### src/rtl/rsl_pkg.sv
package rsl_pkg;
  localparam int NUM_GRP = 6;
  localparam int NUM_DMA = 7;
  localparam int SLOT_W  = $clog2(NUM_DMA);

  // window bases; layout of the image memory follows this order
  localparam logic [15:0] GRP_BASE [NUM_GRP] = '{
    16'h4100, 16'h4500, 16'h4900, 16'h4D00, 16'h5100, 16'h5500
  };

  // slot order matters: a paired record spills into the next slot
  localparam logic [15:0] DMA_ADDR [NUM_DMA] = '{
    16'h1344, 16'h134A, 16'h1442, 16'h1554, 16'h1558, 16'h155C, 16'h1560
  };

  localparam logic [15:0] DFLT_TAG = 16'hD5F0;

  typedef enum logic [1:0] {
    K_NONE = 2'd0,
    K_GRP  = 2'd1,
    K_DMA  = 2'd2
  } kind_e;

  function automatic logic [31:0] grp_default(input logic [15:0] a);
    return {DFLT_TAG, a};
  endfunction
endpackage

### src/rtl/rsl_deframer.sv
module rsl_deframer #(
  parameter int REC_BYTES = 44
) (
  input  logic         clk,
  input  logic         rst,
  input  logic         take_i,
  input  logic [7:0]   s_data_i,
  input  logic         s_last_i,
  output logic         end_o,
  output logic         rec_vld_o,
  output logic         rec_trunc_o,
  output logic         rec_end_o,
  output logic [191:0] hdr_o
);
  localparam int HDR_BYTES = 24;
  localparam int HDR_W     = HDR_BYTES * 8;
  localparam int IDX_W     = $clog2(REC_BYTES);

  logic [IDX_W-1:0] idx_q;
  logic [HDR_W-1:0] hdr_q;
  logic             last_byte;

  assign last_byte = (idx_q == IDX_W'(REC_BYTES - 1));
  // a task ends on the strobe or on a complete zero-count record
  assign end_o = take_i && (s_last_i || (last_byte && hdr_q[31:0] == 32'd0));
  assign hdr_o = hdr_q;

  always_ff @(posedge clk) begin
    if (rst) begin
      idx_q       <= '0;
      hdr_q       <= '0;
      rec_vld_o   <= 1'b0;
      rec_trunc_o <= 1'b0;
      rec_end_o   <= 1'b0;
    end else begin
      rec_vld_o <= 1'b0;
      if (take_i) begin
        if (idx_q < IDX_W'(HDR_BYTES)) hdr_q <= {s_data_i, hdr_q[HDR_W-1:8]};
        if (last_byte || s_last_i) begin
          idx_q       <= '0;
          rec_vld_o   <= 1'b1;
          rec_trunc_o <= !last_byte;
          rec_end_o   <= end_o;
        end else begin
          idx_q <= idx_q + 1'b1;
        end
      end
    end
  end

  p_idx_range_r1: assert property (@(posedge clk) disable iff (rst)
    idx_q < IDX_W'(REC_BYTES));

  p_trunc_on_strobe_r8: assert property (@(posedge clk) disable iff (rst)
    (rec_vld_o && rec_trunc_o) |-> $past(take_i && s_last_i));
endmodule

### src/rtl/rsl_addr_decode.sv
module rsl_addr_decode
  import rsl_pkg::*;
#(
  parameter int GRP_REGS = 16,
  localparam int DEPTH   = NUM_GRP * GRP_REGS,
  localparam int IDX_W   = $clog2(DEPTH)
) (
  input  logic [31:0]       addr_i,
  output kind_e             kind_o,
  output logic [IDX_W-1:0]  idx_o,
  output logic [SLOT_W-1:0] slot_o
);
  logic [NUM_GRP-1:0] ghit;
  logic [15:0]        goff [NUM_GRP];

  for (genvar g = 0; g < NUM_GRP; g++) begin : g_win
    assign goff[g] = addr_i[15:0] - GRP_BASE[g];
    assign ghit[g] = (addr_i[31:16] == 16'h0) &&
                     (addr_i[15:0] >= GRP_BASE[g]) &&
                     (goff[g] < 16'(GRP_REGS));
  end

  always_comb begin
    kind_o = K_NONE;
    idx_o  = '0;
    slot_o = '0;
    for (int g = 0; g < NUM_GRP; g++) begin
      if (ghit[g]) begin
        kind_o = K_GRP;
        idx_o  = IDX_W'(g * GRP_REGS) + IDX_W'(goff[g]);
      end
    end
    for (int s = 0; s < NUM_DMA; s++) begin
      if (addr_i == {16'h0, DMA_ADDR[s]}) begin
        kind_o = K_DMA;
        slot_o = SLOT_W'(s);
      end
    end
  end
endmodule

### src/rtl/rsl_reg_image.sv
module rsl_reg_image
  import rsl_pkg::*;
#(
  parameter int GRP_REGS = 16,
  parameter int DEV_AW   = 40,
  localparam int DEPTH   = NUM_GRP * GRP_REGS,
  localparam int IDX_W   = $clog2(DEPTH)
) (
  input  logic              clk,
  input  logic              rst,
  input  logic              clr_i,
  input  logic              wr_grp_i,
  input  logic [IDX_W-1:0]  wr_idx_i,
  input  logic [31:0]       wr_data_i,
  input  logic              wr_dma0_i,
  input  logic              wr_dma1_i,
  input  logic [SLOT_W-1:0] wr_slot_i,
  input  logic [DEV_AW-1:0] wr_addr0_i,
  input  logic [DEV_AW-1:0] wr_addr1_i,
  input  kind_e             rd_kind_i,
  input  logic [IDX_W-1:0]  rd_idx_i,
  input  logic [SLOT_W-1:0] rd_slot_i,
  input  logic [15:0]       rd_addr_i,
  output logic [DEV_AW-1:0] rd_data_o
);
  logic [31:0]       mem [DEPTH];
  logic [31:0]       mem_q;
  logic [DEPTH-1:0]  dirty_q;
  logic [DEV_AW-1:0] dma_q [NUM_DMA];

  kind_e             kind1_q;
  logic              dirty1_q;
  logic [31:0]       dflt1_q;
  logic [DEV_AW-1:0] dma1_q;

  // data array: no reset, single write and single read port
  always_ff @(posedge clk) begin
    if (wr_grp_i) mem[wr_idx_i] <= wr_data_i;
    mem_q <= mem[rd_idx_i];
  end

  // written-this-task flags stand in for reloading the default image
  always_ff @(posedge clk) begin
    if (rst || clr_i)  dirty_q <= '0;
    else if (wr_grp_i) dirty_q[wr_idx_i] <= 1'b1;
  end

  always_ff @(posedge clk) begin
    if (rst || clr_i) begin
      for (int s = 0; s < NUM_DMA; s++) dma_q[s] <= '0;
    end else begin
      for (int s = 0; s < NUM_DMA; s++) begin
        if (wr_dma0_i && wr_slot_i == SLOT_W'(s))
          dma_q[s] <= wr_addr0_i;
        else if (wr_dma1_i && s > 0 && wr_slot_i == SLOT_W'(s - 1))
          dma_q[s] <= wr_addr1_i;
      end
    end
  end

  always_ff @(posedge clk) begin
    if (rst) begin
      kind1_q   <= K_NONE;
      dirty1_q  <= 1'b0;
      dflt1_q   <= '0;
      dma1_q    <= '0;
      rd_data_o <= '0;
    end else begin
      kind1_q  <= rd_kind_i;
      dirty1_q <= dirty_q[rd_idx_i];
      dflt1_q  <= grp_default(rd_addr_i);
      dma1_q   <= dma_q[rd_slot_i];
      case (kind1_q)
        K_GRP:   rd_data_o <= dirty1_q ? DEV_AW'(mem_q) : DEV_AW'(dflt1_q);
        K_DMA:   rd_data_o <= dma1_q;
        default: rd_data_o <= '0;
      endcase
    end
  end

  p_write_exclusive_r4: assert property (@(posedge clk) disable iff (rst)
    $onehot0({wr_grp_i, wr_dma0_i}));

  p_pair_has_successor_r5: assert property (@(posedge clk) disable iff (rst)
    wr_dma1_i |-> (wr_dma0_i && wr_slot_i != SLOT_W'(NUM_DMA - 1)));

  p_clear_alone_r3: assert property (@(posedge clk) disable iff (rst)
    clr_i |-> !(wr_grp_i || wr_dma0_i));
endmodule

### src/rtl/regstream_loader.sv
module regstream_loader
  import rsl_pkg::*;
#(
  parameter int GRP_REGS  = 16,
  parameter int DEV_AW    = 40,
  parameter int REC_BYTES = 44
) (
  input  logic              clk,
  input  logic              rst,
  input  logic              s_valid_i,
  output logic              s_ready_o,
  input  logic [7:0]        s_data_i,
  input  logic              s_last_i,
  input  logic [15:0]       rd_addr_i,
  output logic [DEV_AW-1:0] rd_data_o,
  output logic              done_o,
  output logic              err_o
);
  localparam int DEPTH = NUM_GRP * GRP_REGS;
  localparam int IDX_W = $clog2(DEPTH);

  logic              take, end_w, task_start, in_task_q;
  logic              rec_vld, rec_trunc, rec_end;
  logic [191:0]      hdr;
  logic [31:0]       cnt, raddr;
  logic [63:0]       val0, val1;
  kind_e             wkind, rkind;
  logic [IDX_W-1:0]  widx, ridx;
  logic [SLOT_W-1:0] wslot, rslot;
  logic              rec_ok, cnt_zero, cnt_one, cnt_two;
  logic              v0_fit_grp, v0_fit_dma, v1_fit_dma, pair_ok;
  logic              wr_grp, wr_dma0, wr_dma1, bad;

  assign take       = s_valid_i && s_ready_o;
  assign task_start = take && !in_task_q;

  rsl_deframer #(.REC_BYTES(REC_BYTES)) u_deframer (
    .clk         (clk),
    .rst         (rst),
    .take_i      (take),
    .s_data_i    (s_data_i),
    .s_last_i    (s_last_i),
    .end_o       (end_w),
    .rec_vld_o   (rec_vld),
    .rec_trunc_o (rec_trunc),
    .rec_end_o   (rec_end),
    .hdr_o       (hdr)
  );

  assign cnt   = hdr[31:0];
  assign raddr = hdr[63:32];
  assign val0  = hdr[127:64];
  assign val1  = hdr[191:128];

  rsl_addr_decode #(.GRP_REGS(GRP_REGS)) u_wdec (
    .addr_i (raddr),
    .kind_o (wkind),
    .idx_o  (widx),
    .slot_o (wslot)
  );

  rsl_addr_decode #(.GRP_REGS(GRP_REGS)) u_rdec (
    .addr_i ({16'h0, rd_addr_i}),
    .kind_o (rkind),
    .idx_o  (ridx),
    .slot_o (rslot)
  );

  // record qualification
  assign rec_ok     = rec_vld && !rec_trunc;
  assign cnt_zero   = (cnt == 32'd0);
  assign cnt_one    = (cnt == 32'd1);
  assign cnt_two    = (cnt == 32'd2);
  assign v0_fit_grp = (val0[63:32] == '0);
  assign v0_fit_dma = (val0[63:DEV_AW] == '0);
  assign v1_fit_dma = (val1[63:DEV_AW] == '0);
  assign pair_ok    = cnt_two && v0_fit_dma && v1_fit_dma &&
                      (wslot != SLOT_W'(NUM_DMA - 1));

  assign wr_grp  = rec_ok && cnt_one && (wkind == K_GRP) && v0_fit_grp;
  assign wr_dma0 = rec_ok && (wkind == K_DMA) && ((cnt_one && v0_fit_dma) || pair_ok);
  assign wr_dma1 = rec_ok && (wkind == K_DMA) && pair_ok;
  assign bad     = rec_vld && (rec_trunc || (!cnt_zero && !wr_grp && !wr_dma0));

  rsl_reg_image #(.GRP_REGS(GRP_REGS), .DEV_AW(DEV_AW)) u_image (
    .clk        (clk),
    .rst        (rst),
    .clr_i      (task_start),
    .wr_grp_i   (wr_grp),
    .wr_idx_i   (widx),
    .wr_data_i  (val0[31:0]),
    .wr_dma0_i  (wr_dma0),
    .wr_dma1_i  (wr_dma1),
    .wr_slot_i  (wslot),
    .wr_addr0_i (val0[DEV_AW-1:0]),
    .wr_addr1_i (val1[DEV_AW-1:0]),
    .rd_kind_i  (rkind),
    .rd_idx_i   (ridx),
    .rd_slot_i  (rslot),
    .rd_addr_i  (rd_addr_i),
    .rd_data_o  (rd_data_o)
  );

  always_ff @(posedge clk) begin
    if (rst) begin
      in_task_q <= 1'b0;
      s_ready_o <= 1'b1;
      done_o    <= 1'b0;
      err_o     <= 1'b0;
    end else begin
      if (take) in_task_q <= !end_w;
      // one idle cycle lets the last record land before the next task clears
      s_ready_o <= !(take && end_w);
      done_o    <= rec_vld && rec_end;
      if (bad)             err_o <= 1'b1;
      else if (task_start) err_o <= 1'b0;
    end
  end

  p_done_pulse_r7: assert property (@(posedge clk) disable iff (rst)
    done_o |=> !done_o);

  p_ready_gap_r10: assert property (@(posedge clk) disable iff (rst)
    (take && end_w) |=> !s_ready_o);

  p_ready_return_r10: assert property (@(posedge clk) disable iff (rst)
    !s_ready_o |=> s_ready_o);

  p_err_sticky_r9: assert property (@(posedge clk) disable iff (rst)
    (err_o && !task_start) |=> err_o);
endmodule

### config.mk
export PLATFORM = sky130hd
export DESIGN_NAME = regstream_loader
export DESIGN_NICKNAME = d
export VERILOG_FILES = /design/src/rtl/rsl_pkg.sv /design/src/rtl/rsl_deframer.sv /design/src/rtl/rsl_addr_decode.sv /design/src/rtl/rsl_reg_image.sv /design/src/rtl/regstream_loader.sv
export SDC_FILE = /design/constraint.sdc
export NUM_CORES = 2
export LEC_CHECK = 0
export ABC_AREA = 1
export BUFFER_PORTS_ARGS = -buffer_cell sky130_fd_sc_hd__buf_2
export CORE_AREA = 5 5 622 747
export DETAILED_ROUTE_END_ITERATION = 7
export DIE_AREA = 0 0 627 752
export MAX_ROUTING_LAYER = met4
export PLACE_DENSITY = 0.49
export SLEW_MARGIN = 0
export SYNTH_ARGS = -nofsm -noshare
export SYNTH_HDL_FRONTEND = slang
export SYNTH_SLANG_ARGS = --single-unit
### constraint.sdc
create_clock -name clk -period 5.64 [get_ports clk]
set_clock_uncertainty 0.05 [all_clocks]
set_input_delay 1.128 -clock clk [delete_from_list [all_inputs] [get_ports clk]]
set_output_delay 1.128 -clock clk [all_outputs]
set_load 0.005 [all_outputs]
; ---- Yosys cells after proc, flatten, opt, wreduce, memory -nomap -nowiden
; Memory sizes are Yosys's and may differ from the RTL's. A register that Yosys moved wholly into a read port is not among the register bits.
; Cells that the tools add are included.
[totals]
n_memories = 2
out_inout_bits = 43
mem_bits_rw = 3352
reg_bits = 376
wordCells = 311
[op_classes]
bitwise = 15
n_lt_le_gt_ge = 28
reduce_logical = 76
n_addsub = 23
eq_ne = 28
mux = 123
[mem_list]
columns = memory, depth, word_bits, read_ports, rd_ports_with_merged_regs, write_ports, line_no
row1 = u_image.mem, 96, 32, 1, 1, 1, rsl_reg_image.sv:26  ; logic [31:0] mem [DEPTH];
row2 = u_image.dma_q, 7, 40, 1, 1, 7, rsl_reg_image.sv:29  ; logic [DEV_AW-1:0] dma_q [NUM_DMA];
[ops]
columns = op, n
row1 = 40-bit two-way mux, 13
row2 = 32-bit by 13-bit == test with 1-bit output (second input constant), 7
row3 = 16-bit by 15-bit >= comparator with 1-bit output (second input constant), 12
row4 = 16-bit by 5-bit less-than comparator with 1-bit output (second input constant), 12
row5 = 16-bit by 15-bit subtractor with 16-bit output (second input constant), 12
row6 = 16-bit by 13-bit == test with 1-bit output (second input constant), 7
row7 = 96-bit bitwise OR, 1
row8 = 7-bit two-way mux, 12
row9 = 40-bit one-hot mux with 2 select lines, 1
row10 = 1-bit two-way mux, 68
row11 = 32-bit zero test, 2
row12 = 32-bit two-way mux, 2
row13 = 1-bit logical AND, 52
row14 = 24-bit zero test, 2
row15 = 2-bit two-way mux, 18
row16 = 32-bit by 1-bit == test with 1-bit output (second input constant), 1
row17 = 32-bit by 2-bit == test with 1-bit output (second input constant), 1
row18 = 6-bit by 7-bit adder with 7-bit output (first input constant), 4
row19 = 7-bit adder (first input constant), 4
row20 = 3-bit two-way mux, 6
row21 = 16-bit zero test, 1
row22 = 7-bit by 8-bit less-than comparator with 1-bit output (second input constant), 2
row23 = 5-bit by 7-bit adder with 7-bit output (first input constant), 2
row24 = 1-bit bitwise OR, 13
row25 = 21 further kinds, 38

; ---- Logic depth before layout (Yosys ltp)
[logic_depth]
ltp_word = 25
depth_mapped = 25
ltp_nobuf = 22

; ---- Hierarchy
; A second synthesis with hierarchy kept.
[unflattened]
hier_cells = 13745
hier_area_um2 = 153771.2
[by_module_without_submodules]
columns = module, instances, cells_each, area_per_inst_um2, seq_area_each_um2
row1 = rsl_reg_image, 1, 12280, 144024.4, 105220.9
row2 = rsl_deframer, 1, 911, 7046.8, 4023.9
row3 = rsl_addr_decode, 2, 199, 977.2, 0.0
row4 = regstream_loader, 1, 156, 745.7, 80.1

; ---- Worst setup path before layout
; Ideal clock, no wire load.
[synth_path]
kind = input to register
from = input port s_valid_i
to = memory u_image.dma_q[3][0] (enable)
t_required_ns = 4.950
arrival_time_ns = 3.489
cell_stages = 7
slack_ns = 1.461
cell_sequence = nand2_1 inv_1 a21oi_1 buf_2 clkbuf_1 clkbuf_1 o211ai_1
[synth_rtl]
columns = element, line_no
row1 = from (decl), regstream_loader.sv:10  ; input logic s_valid_i,
row2 = to (decl), rsl_reg_image.sv:29

; ---- Final worst setup path
[layout_path]
from = register u_deframer.hdr_q[101] (netlist: u_deframer.hdr_o[101])
to = memory u_image.mem[24][23] (enable)
[layout_via]
elab_chain_cells = 4
[layout_rtl]
columns = element, line_no
row1 = from (decl), rsl_deframer.sv:20  ; logic [HDR_W-1:0] hdr_q;
row2 = from (signal assigned), rsl_deframer.sv:38  ; if (idx_q < IDX_W'(HDR_BYTES)) hdr_q <= {s_data_i, hdr_q[HDR_W-1:8]};
row3 = 32-bit zero test, regstream_loader.sv:74  ; assign v0_fit_grp = (val0[63:32] == '0);
row4 = 1-bit logical AND, regstream_loader.sv:80  ; assign wr_grp = rec_ok && cnt_one && (wkind == K_GRP) && v0_fit_grp;
row5 = 1-bit two-way mux, rsl_reg_image.sv:38  ; if (wr_grp_i) mem[wr_idx_i] <= wr_data_i;
row6 = 1-bit two-way mux (not written as such), rsl_reg_image.sv:38
row7 = to (decl), rsl_reg_image.sv:26
; No other way between the ends.

==> qor.txt <==
outcome: finished clean
Longest Clk Path Bufs: 4
global-route wire length before repair: 795000 µm
Pint: 46.4 mW
grt total ovfl: 0
clock latency on the worst-skew pair: 1.02 ns
H-tree levels: 5
clock tree sinks: 3785
worst reg2reg path depth: 11
routability-driven placement congestion ratio: 0.871
IO Pins: 71
number of max-cap violations: 0
Post-Route WL: 558000 µm
top cell type's share of synthesized area: 0.633
Worst-path clk slew: 0.06 ns
largest area contributor in the netlist: edfxtp_1
# hold bufs at CTS: 0
Crit Path Max Fanout: 32
measured slew at the worst slew-check pin: 1.21 ns
Core ar.: 456000 µm²
Via-to-Cell Ratio: 5.37
DRT iter0 DRCs: 12300
switching share of total power: 0.219
Avg Inst Size Synth: 11.2 µm²
asr flop ratio synth: 0
worst setup path endpoint: u_image.mem[24][23]$_DFFE_PP_
YS warnings: 0
Worst Path Required: 6.19 ns
TritonCTS clock tree: yes
crit share post-route: 0.833
DRC: 0
Setup TNS Final: 0 ns
Crit Path Class: flip-flop to flip-flop
worst r2r dst: u_image.mem[24][23]$_DFFE_PP_
share of layout cells above drive strength 1: 0.101
initial antenna violation count: 28
vias: 111000
post-DP HPWL: 323000 µm
Worst slew margin: 0.197
wire length per cell: 27.1 µm
RSZ-0062 raised after global routing: false
GRT Total Usage: 0.237
Crit. Startpoint: u_deframer.hdr_o[101]$_SDFFE_PP0P_
final setup vio count: 0
Seq pwr share: 0.527
Clk pwr share: 0.450
Hold Crit Class: input port to flip-flop
Die Span Y: 752 µm
sw power: 13.0 mW
pin count of the biggest net entering global routing: 160
final hold vios: 0
Cell Rows: 272
starting density of the core: 0.348
area added between synthesis and finish: 14.1%
EDFF count, synth: 3352
setup bufs post-CTS: 0
Mapped Nets: 14300
root buf cell: clkbuf_16
Syn Std Cell Area: 159000 µm²
flops & latches, synth: 3785
final slew viol count: 0
CTS buffer count: 404
Die ar.: 472000 µm²
Tmin final: 4.70 ns
# port buffers: 70
post-CTS resize count: 0
worst-case vdd ir drop: 255 µV
r2r setup slk: 0.94 ns
Max Freq: 213 MHz
Worst EP arrival: 5.24 ns
leakage: 66.2 nW
Chip Width: 627 µm
worst hold margin: 0.293 ns
Cell variety after synth: 54
Seq/Total Area, Yosys: 0.687
Most used DFF post-synth: edfxtp_1
crit start category: flip-flop
Detail Route Antenna Nets: 0
Final nets: 14300
r2r startpoint: u_deframer.hdr_o[101]$_SDFFE_PP0P_
number of global-route vias before repair: 108000
ranking of synthesized cells by area: edfxtp_1 (63%), nand3_1 (7.0%), nand2_1 (6.4%)
synthesized instance count: 14300
PwrDens: 327 nW/µm²
Worst setup EP type: flip-flop
logic gate share of total power: 0.023
TritonRoute pass-1 iters: 6
==> sequential cells by signal, summed over array words and instances (netlist names), 2 cells and up <==
name               count
u_image.dma_q        280
u_image.dma1_q        40
u_image.dirty_q       96
u_deframer.hdr_o     192
u_image.dflt1_q       17
u_image.mem         3072
u_deframer.idx_q       6
u_image.kind1_q        2
u_image.mem_q         32
u_image.rd_data_o     40
==> worst max-delay path, stage by stage, from the launching register on <==
cell	delay, ns
dfxtp_1	0.40
nor4_1	0.85
nand3_1	0.15
nor2_1	0.20
nand4_1	0.24
a31oi_1	0.37
nand2_1	0.25
nor2_4	0.75
buf_4	0.27
nand2_1	0.08
clkinv_1	0.06
buf_4	0.55
==> final cells by class <==
type,count,area [µm²]
Clock inverter,210,2060
Sequential cell,3785,109000
Antenna cell,10,25.0
Inverter,1232,4680
Multi-Input combinational cell,8270,40800
Timing Repair Buffer,562,5910
Fill cell,43700,275000
Clock buffer,540,11000
Tap cell,6028,7540
==> worst min path at each step <==
stage,slack [ns],startpoint,end,cells past startpoint
CTS,0.20,s_data_i[0],u_deframer.hdr_o[184]$_SDFFE_PP0P_,3
detailed placement,0.39,u_image.dma1_q[32]$_SDFF_PP0_,u_image.rd_data_o[32]$_SDFF_PP0_,2
floorplan,0.35,u_image.dma1_q[32]$_SDFF_PP0_,u_image.rd_data_o[32]$_SDFF_PP0_,2
global route,0.29,s_data_i[0],u_deframer.hdr_o[184]$_SDFFE_PP0P_,3
global placement,0.39,u_image.dirty_q[21]$_SDFFE_PP0N_,u_image.dirty_q[21]$_SDFFE_PP0N_,2
finish,0.29,s_data_i[0],u_deframer.hdr_o[184]$_SDFFE_PP0P_,3
==> power groups by stage <==
stage               Clock [mW]  Combinational, mW  Sequential, mW
floorplan                    0              0.611            31.8
global placement             0               1.36            31.9
detailed placement           0               1.36            31.9
CTS                       27.1               1.36            31.3
global route              28.3               1.46            31.3
finish                    26.7               1.36            31.3
==> placed cells by master (no fill, tap or decap), types with 14 or more instances in the layout <==
cell,instances
nand4_1,32
or2_2,170
bufinv_16,34
inv_1,1145
buf_12,148
clkbuf_1,102
a211oi_2,15
clkinv_2,76
nor3_1,24
o21ai_0,668
clkbuf_16,410
dfxtp_1,401
nor2_1,718
nand3b_1,422
clkinv_1,103
dfxtp_4,32
buf_4,344
a32oi_1,20
o211ai_1,309
o21ai_1,41
nand3_1,2221
inv_2,45
clkbuf_8,27
xor2_1,14
nand2_1,2722
or2_1,17
a21oi_1,494
o22ai_1,42
o221ai_1,187
buf_2,69
edfxtp_1,3352
o31ai_1,20
nor4_1,25
==> logic make-up after synthesis <==
family	after synthesis	synth area share
and+or+nand+nor	6412	0.184
DFF	3785	0.687
buffers and inverters	2206	0.0574
AOI/OAI and AO/OA	1830	0.0692
xor gates and xnor gates	15	0.000826
adders and majority gates	13	0.00102
==> through the flow <==
step	cell area (µm²)	power, mW	utilization	setup slack (ns)	std cells
finish	182000	59.3	0.398	0.944	20600
global route	182000	61.0	0.398	0.622	20600
CTS	181000	59.8	0.398	0.938	20600
detailed placement	168000	33.3	0.369	-0.0401	19900
global placement	168000	33.2	0.369	-0.0518	19900
floorplan	159000	32.4	-	1.46	14300
==> layer usage <==
metal,GRT usage,up-vias,wire length (µm)
met5,-,-,0
met4,0.0900,0,23700
met3,0.0281,891,33500
met2,0.390,3980,272000
met1,0.300,55900,229000
li1,-,50100,-
==> Yosys cell counts, drive strengths merged (2+ instances only) <==
library cell,instances
a211oi,26
a21boi,3
a21oi,498
a31oi,3
a32oi,20
buf,524
clkbuf,450
clkinv,2
dfxtp,433
edfxtp,3352
ha,13
inv,1230
nand2,2741
nand3,2230
nand3b,423
nand4,32
nor2,736
nor3,31
nor4,26
o2111ai,4
o211ai,309
o21ai,710
o21bai,4
o221ai,188
o22ai,42
o31ai,20
or2,192
xor2,14
(Power assumes the default switching activity.)
